File: config.mk
export PLATFORM = sky130hd
export DESIGN_NAME = vstep_ctrl
export DESIGN_NICKNAME = d
export VERILOG_FILES = /design/src/rtl/vstep_pkg.sv /design/src/rtl/vstep_arb.sv /design/src/rtl/vstep_xlate.sv /design/src/rtl/vstep_state.sv /design/src/rtl/vstep_ctrl.sv
export SDC_FILE = /design/constraint.sdc
export NUM_CORES = 1
export LEC_CHECK = 0
export ABC_CLOCK_PERIOD_IN_PS = 2600
export BUFFER_PORTS_ARGS = -buffer_cell sky130_fd_sc_hd__buf_2
export CAP_MARGIN = 20
export CORE_MARGIN = 10
export CORE_UTILIZATION = 49
export DETAILED_ROUTE_END_ITERATION = 12
export PLACE_DENSITY_LB_ADDON = 0.12
export SYNTH_ARGS = -nofsm -noshare
export SYNTH_HDL_FRONTEND = slang
export SYNTH_SLANG_ARGS = --single-unit
File: constraint.sdc
create_clock -name clk -period 2.6 [get_ports clk]
set_input_delay 0.26 -clock clk [delete_from_list [all_inputs] [get_ports clk]]
set_output_delay 0.26 -clock clk [all_outputs]
set_load 0.03 [all_outputs]
File: src/rtl/vstep_pkg.sv
package vstep_pkg;
  localparam int CR_W  = 4;
  localparam int CR_SO = 0;
  localparam int CR_EQ = 1;
  localparam int CR_GT = 2;
  localparam int CR_LT = 3;

  typedef enum logic [1:0] {
    ACT_NONE  = 2'd0,
    ACT_LOAD  = 2'd1,
    ACT_SETVL = 2'd2,
    ACT_STEP  = 2'd3
  } act_e;
endpackage

File: src/rtl/vstep_arb.sv
module vstep_arb
  import vstep_pkg::*;
(
  input  logic load_en,
  input  logic setvl_en,
  input  logic step_req,
  output act_e act
);
  always_comb begin
    if (load_en)       act = ACT_LOAD;
    else if (setvl_en) act = ACT_SETVL;
    else if (step_req) act = ACT_STEP;
    else               act = ACT_NONE;
  end
endmodule

File: src/rtl/vstep_xlate.sv
module vstep_xlate #(
  parameter int REG_W  = 5,
  parameter int STEP_W = 7
) (
  input  logic [REG_W-1:0]  base,
  input  logic              is_vec,
  input  logic [STEP_W-1:0] step,
  output logic [REG_W-1:0]  phys
);
  logic [REG_W-1:0] offs;
  assign offs = step[REG_W-1:0];
  assign phys = is_vec ? base + offs : base;
endmodule

File: src/rtl/vstep_state.sv
module vstep_state
  import vstep_pkg::*;
#(
  parameter int STEP_W = 7
) (
  input  logic              clk,
  input  logic              rst_n,
  input  act_e              act,
  input  logic [STEP_W-1:0] load_vl,
  input  logic [STEP_W-1:0] load_maxvl,
  input  logic [STEP_W-1:0] load_src,
  input  logic [STEP_W-1:0] load_dst,
  input  logic              load_vf,
  input  logic [STEP_W-1:0] setvl_vl,
  input  logic              setvl_vf,
  output logic [STEP_W-1:0] vl,
  output logic [STEP_W-1:0] maxvl,
  output logic [STEP_W-1:0] src_step,
  output logic [STEP_W-1:0] dst_step,
  output logic              vf_mode,
  output logic [CR_W-1:0]   cr_out,
  output logic              cr_valid
);
  localparam logic [CR_W-1:0] CR_END = CR_W'(1) << CR_SO;

  logic [STEP_W:0] src_nx, dst_nx;
  logic            loop_end;

  assign src_nx   = {1'b0, src_step} + 1'b1;
  assign dst_nx   = {1'b0, dst_step} + 1'b1;
  assign loop_end = (src_nx == {1'b0, vl}) || (dst_nx == {1'b0, vl});

  always_ff @(posedge clk or negedge rst_n) begin
    if (!rst_n) begin
      vl       <= '0;
      maxvl    <= '0;
      src_step <= '0;
      dst_step <= '0;
      vf_mode  <= 1'b0;
      cr_out   <= '0;
      cr_valid <= 1'b0;
    end else begin
      cr_valid <= 1'b0;
      unique case (act)
        ACT_LOAD: begin
          vl       <= load_vl;
          maxvl    <= load_maxvl;
          src_step <= load_src;
          dst_step <= load_dst;
          vf_mode  <= load_vf;
        end
        ACT_SETVL: begin
          vl      <= setvl_vl;
          vf_mode <= setvl_vf;
        end
        ACT_STEP: begin
          cr_valid <= 1'b1;
          cr_out   <= '0;
          if (vf_mode) begin
            if (loop_end) begin
              src_step <= '0;
              dst_step <= '0;
              vf_mode  <= 1'b0;
              cr_out   <= CR_END;
            end else begin
              src_step <= src_nx[STEP_W-1:0];
              dst_step <= dst_nx[STEP_W-1:0];
            end
          end
        end
        default: ;
      endcase
    end
  end

  assert_load_writes_R2: assert property (@(posedge clk) disable iff (!rst_n)
    act == ACT_LOAD |=> vl == $past(load_vl) && src_step == $past(load_src)
                        && dst_step == $past(load_dst) && vf_mode == $past(load_vf));

  assert_step_keeps_len_R8: assert property (@(posedge clk) disable iff (!rst_n)
    act == ACT_STEP |=> $stable(vl) && $stable(maxvl));

  assert_end_clears_R7: assert property (@(posedge clk) disable iff (!rst_n)
    cr_valid && cr_out[CR_SO] |-> src_step == '0 && dst_step == '0 && !vf_mode);

  assert_cr_shape_R6: assert property (@(posedge clk) disable iff (!rst_n)
    cr_valid |-> $countones(cr_out) <= 1 && !cr_out[CR_LT] && !cr_out[CR_GT] && !cr_out[CR_EQ]);

  assert_ignored_step_R9: assert property (@(posedge clk) disable iff (!rst_n)
    act == ACT_STEP && !vf_mode |=> $stable(src_step) && $stable(dst_step) && cr_out == '0);

  assert_idle_hold_R10: assert property (@(posedge clk) disable iff (!rst_n)
    act == ACT_NONE |=> $stable(src_step) && $stable(dst_step) && !cr_valid);
endmodule

File: src/rtl/vstep_ctrl.sv
module vstep_ctrl
  import vstep_pkg::*;
#(
  parameter int REG_W   = 5,
  parameter int STEP_W  = 7,
  parameter int NUM_SRC = 2
) (
  input  logic                     clk,
  input  logic                     rst_n,
  input  logic                     load_en,
  input  logic [STEP_W-1:0]        load_vl,
  input  logic [STEP_W-1:0]        load_maxvl,
  input  logic [STEP_W-1:0]        load_src,
  input  logic [STEP_W-1:0]        load_dst,
  input  logic                     load_vf,
  input  logic                     setvl_en,
  input  logic [STEP_W-1:0]        setvl_vl,
  input  logic                     setvl_vf,
  input  logic                     step_req,
  input  logic [NUM_SRC*REG_W-1:0] src_base,
  input  logic [NUM_SRC-1:0]       src_vec,
  input  logic [REG_W-1:0]         dst_base,
  input  logic                     dst_vec,
  output logic [NUM_SRC*REG_W-1:0] src_phys,
  output logic [REG_W-1:0]         dst_phys,
  output logic [STEP_W-1:0]        vl,
  output logic [STEP_W-1:0]        maxvl,
  output logic [STEP_W-1:0]        src_step,
  output logic [STEP_W-1:0]        dst_step,
  output logic                     vf_mode,
  output logic [CR_W-1:0]          cr_out,
  output logic                     cr_valid
);
  act_e act;

  vstep_arb u_arb (
    .load_en (load_en),
    .setvl_en(setvl_en),
    .step_req(step_req),
    .act     (act)
  );

  vstep_state #(.STEP_W(STEP_W)) u_state (
    .clk       (clk),
    .rst_n     (rst_n),
    .act       (act),
    .load_vl   (load_vl),
    .load_maxvl(load_maxvl),
    .load_src  (load_src),
    .load_dst  (load_dst),
    .load_vf   (load_vf),
    .setvl_vl  (setvl_vl),
    .setvl_vf  (setvl_vf),
    .vl        (vl),
    .maxvl     (maxvl),
    .src_step  (src_step),
    .dst_step  (dst_step),
    .vf_mode   (vf_mode),
    .cr_out    (cr_out),
    .cr_valid  (cr_valid)
  );

  for (genvar i = 0; i < NUM_SRC; i++) begin : g_src
    vstep_xlate #(.REG_W(REG_W), .STEP_W(STEP_W)) u_xs (
      .base  (src_base[i*REG_W +: REG_W]),
      .is_vec(src_vec[i]),
      .step  (src_step),
      .phys  (src_phys[i*REG_W +: REG_W])
    );
  end

  vstep_xlate #(.REG_W(REG_W), .STEP_W(STEP_W)) u_xd (
    .base  (dst_base),
    .is_vec(dst_vec),
    .step  (dst_step),
    .phys  (dst_phys)
  );
endmodule

==> key figures <==
Critical path
  – Worst reg-to-reg setup slack: about 220 ps
  – Slowest CP cell: dfrtp_2
  – Max FO, Critical Path: 9
  – Setup crit end: dst_phys[4]
  – R2R depth: 8
  – Startpoint Class: register
  – Max stage delay on crit path: 470 ps
  – Crit path capture type: output port
  – Worst path required time: between 2000 and 2500 ps
  – Reg-to-Reg Start: u_state.src_step[0]
  – Crit Path Class: register to output port
  – CP arrival: between 2000 and 2500 ps
  – Crit-path cells: ha_1 -> inv_1 -> fa_1 -> inv_1 -> a21o_1 -> a21oi_1 -> xnor2_1 -> nand2_1 -> xnor2_1 -> buf_2
  – Setup crit start: u_state.dst_step[0]
  – R2R Path End: u_state.src_step[5]

Cells and area
  – Nets: roughly 460
  – Commonest non-fill, non-tap cell in the layout: buf_2
  – Area growth, synth to finish: 26.0%
  – Multi-input logic area: ~1700 um2
  – Antenna diode count: 0
  – Register Area: 779 um2
  – Filler Cell Count: 443
  – Ratio of cells with drive above 1 in the final layout: 41.0%
  – Most frequent cells in the layout: 104 x buf_2, 28 x dfrtp_1, 26 x a21oi_1
  – Layout Utilization: 64.0%

Global route
  – Vias in the first global route: 2532
  – GRT met1 Usage: 19.8%
  – Grt ovf: 0
  – First-pass GRT wire length: 11800 um
  – Initial antenna violation count: 0
  – Met2 usage: a little over a quarter
  – GR Util met3: around 6.3%
  – Total GRT Usage: 16.4%
  – Largest net degree at the start of global routing: 32
  – GRT busiest layer: met2

Drt
  – DR vias/cell: approximately 5.3
  – Final WL: approximately 7000 um
  – Routed len/inst: approximately 16 um
  – Via count: roughly 2400
  – Routed Antenna Nets: 0
  – Drt initial violations: between 100 and 150
  – DRT Pass-1 Iters: 4
  – DRC: 0

Synth
  – Synth area leader: dfrtp_1
  – Average cell area after synthesis: approximately 9.5 um2
  – Ys Warns: 0
  – Number of synthesized register bits: 31
  – Cell variety after synth: between 40 and 50
  – Area fraction of the dominant cell type after synthesis: between 20% and 30%
  – Sequential fraction of the synthesis area: roughly 30%
  – Mapped Area: 2590 um2
  – Post-synth EDFFs: 0
  – Mapped Cells: 274
  – Async S/R FF share, synth: 100%
  – Primary FF master, synth: dfrtp_1
  – Main area contributors after synthesis: dfrtp_1 30%, ha_1 8.7%, xnor2_1 8.1%

Timing
  – Max-slew violations: 0
  – Shortest period the worst path allows: about 2500 ps
  – Slew @ Worst Pin: 688 ps
  – Final period utilization: 94.3%
  – Final clock skew: 3.87 ps
  – Peak Freq: just over 0.4 GHz
  – Total Neg Setup Slack: 0 ps
  – RSZ-0062 raised after global routing: no
  – Setup violators final: 0
  – Fin. Hold Viols: 0
  – Slew HR: 54.1%

Clock network
  – CTS clk-pin slew, worst paths: 60 ps
  – CTS tree: yes
  – Root buffer cell: clkbuf_8
  – Longest Clk Path Bufs: 2
  – Total CTS buffers: 5
  – Clk sinks: 31
  – Worst-Skew Late Latency: between 200 and 300 ps
  – Hold Buf Count CTS: 0
  – CTS H-tree depth: 2

Placement
  – GPL Wtd Cong: ~0.9
  – Port buffer count: around 110
  – Post-DP HPWL: about 5600 um

Floorplanning
  – I/O pins: 109
  – Die width: 92.8 um
  – Die Height: roughly 93 um
  – CORE AREA: just over 5000 um2
  – DIE AREA: about 8600 um2
  – Std-Cell Rows: 26
  – Initial Util: 50.8%

Flow run
  – Max_cap viols: 0

Pwr
  – Cell area power density: between 800 and 900 nW/um2
  – P_leak: about 1.6 nW
  – Worst-case vdd ir drop: between 300 and 400 uV

Status
  – Status: complete, no violations

Worst hold path
  – Worst min-delay path category: primary input to async pin
[cells in the mapped netlist (all sizes together), types with 6 or more instances]
| library cell | count |
|---|---|
| dfrtp | 31 |
| a21oi | 26 |
| xnor2 | 24 |
| ha | 18 |
| inv | 17 |
| mux2 | 16 |
| o21ai | 16 |
| a32oi | 14 |
| buf | 14 |
| nand2 | 13 |
| nor2 | 13 |
| mux2i | 11 |
| nand3 | 10 |
| nor3 | 8 |
| a21o | 7 |
| xor2 | 6 |
[worst max-delay path, delay by kind of cell (launching register included)]
kind	cells	cell delay, ps
compound gates	2	170
fa+ha+maj	2	590
xor+xnor	2	270
buf+inv	3	340
simple gates	1	80
flops	1	470
[kinds of logic after synthesis]
logic type               after synthesis  share of synthesized area (%)
AO/OA/AOI/OAI                         73                           19.5
XOR/XNOR                              30                           10.1
adder cells (fa/ha/maj)               21                           11.0
buffers and inverters                 33                           6.71
flip-flops                            31                           29.9
multiplexers                          27                           11.2
other                                  1                          0.145
AND/OR/NAND/NOR                       58                           11.4
[routing by layer]
| metal | part of all wire [%] | wire length (um) |
|---|---|---|
| met1 | 43 | 3080 |
| met3 | 9.6 | 682 |
| met4 | 1.5 | 103 |
| met2 | 45 | 3220 |
| met5 | 0 | 0 |
[worst min path at each step]
stage / slack [ps] / to / depth (start not counted)
after global routing: 60 / u_state.maxvl[6] / 1
after global placement: 340 / u_state.maxvl[6] / 1
final: 10 / u_state.maxvl[6] / 1
after CTS: 30 / u_state.maxvl[6] / 1
after detailed placement: 340 / u_state.maxvl[6] / 1
after floorplan: -40 / u_state.cr_out[0] / 0
[flip-flops by register name, indices dropped and copies added (netlist names)]
register	flops
u_state.maxvl	7
u_state.dst_step	7
u_state.vf_mode	1
u_state.cr_valid	1
u_state.src_step	7
u_state.vl	7
u_state.cr_out	1
[per-stage QoR]
stage / setup WS (ps) / std cells / cell area (um2) / hold WS, ps / power, mW
6_report: 147 / 448 / 3270 / 12.2 / 2.77
5_1_grt: 1.87 / 448 / 3270 / 64.1 / 2.98
4_1_cts: 24.0 / 447 / 3250 / 32.2 / 2.78
3_5_place_dp: 246 / 439 / 3130 / 340 / 2.28
3_3_place_gp: 340 / 439 / 3130 / 342 / 2.25
2_1_floorplan: 94.5 / 276 / 2600 / -35.6 / 1.90
[what timing repair did]
| item | in CTS | in global routing |
|---|---|---|
| setup endpoints to repair | 1 | 3 |
| gates resized for setup | 1 | 5 |
| setup buffers | 0 | 1 |
[power by group]
group,leakage (nW),internal (mW),switching [mW]
logic,1.13,0.604,0.891
clock network,0.0612,0.310,0.178
registers,0.364,0.586,0.202
total,1.55,1.50,1.27
[cell type report]
type                            count  area share (%)
Clock inverter                      2            1.07
Multi-Input combinational cell    212            50.6
Tap cell                           70            2.68
Timing Repair Buffer              110            17.3
Sequential cell                    31            23.9
Clock buffer                        6            2.53
Inverter                           17            1.95
(Power assumes the default switching activity.)
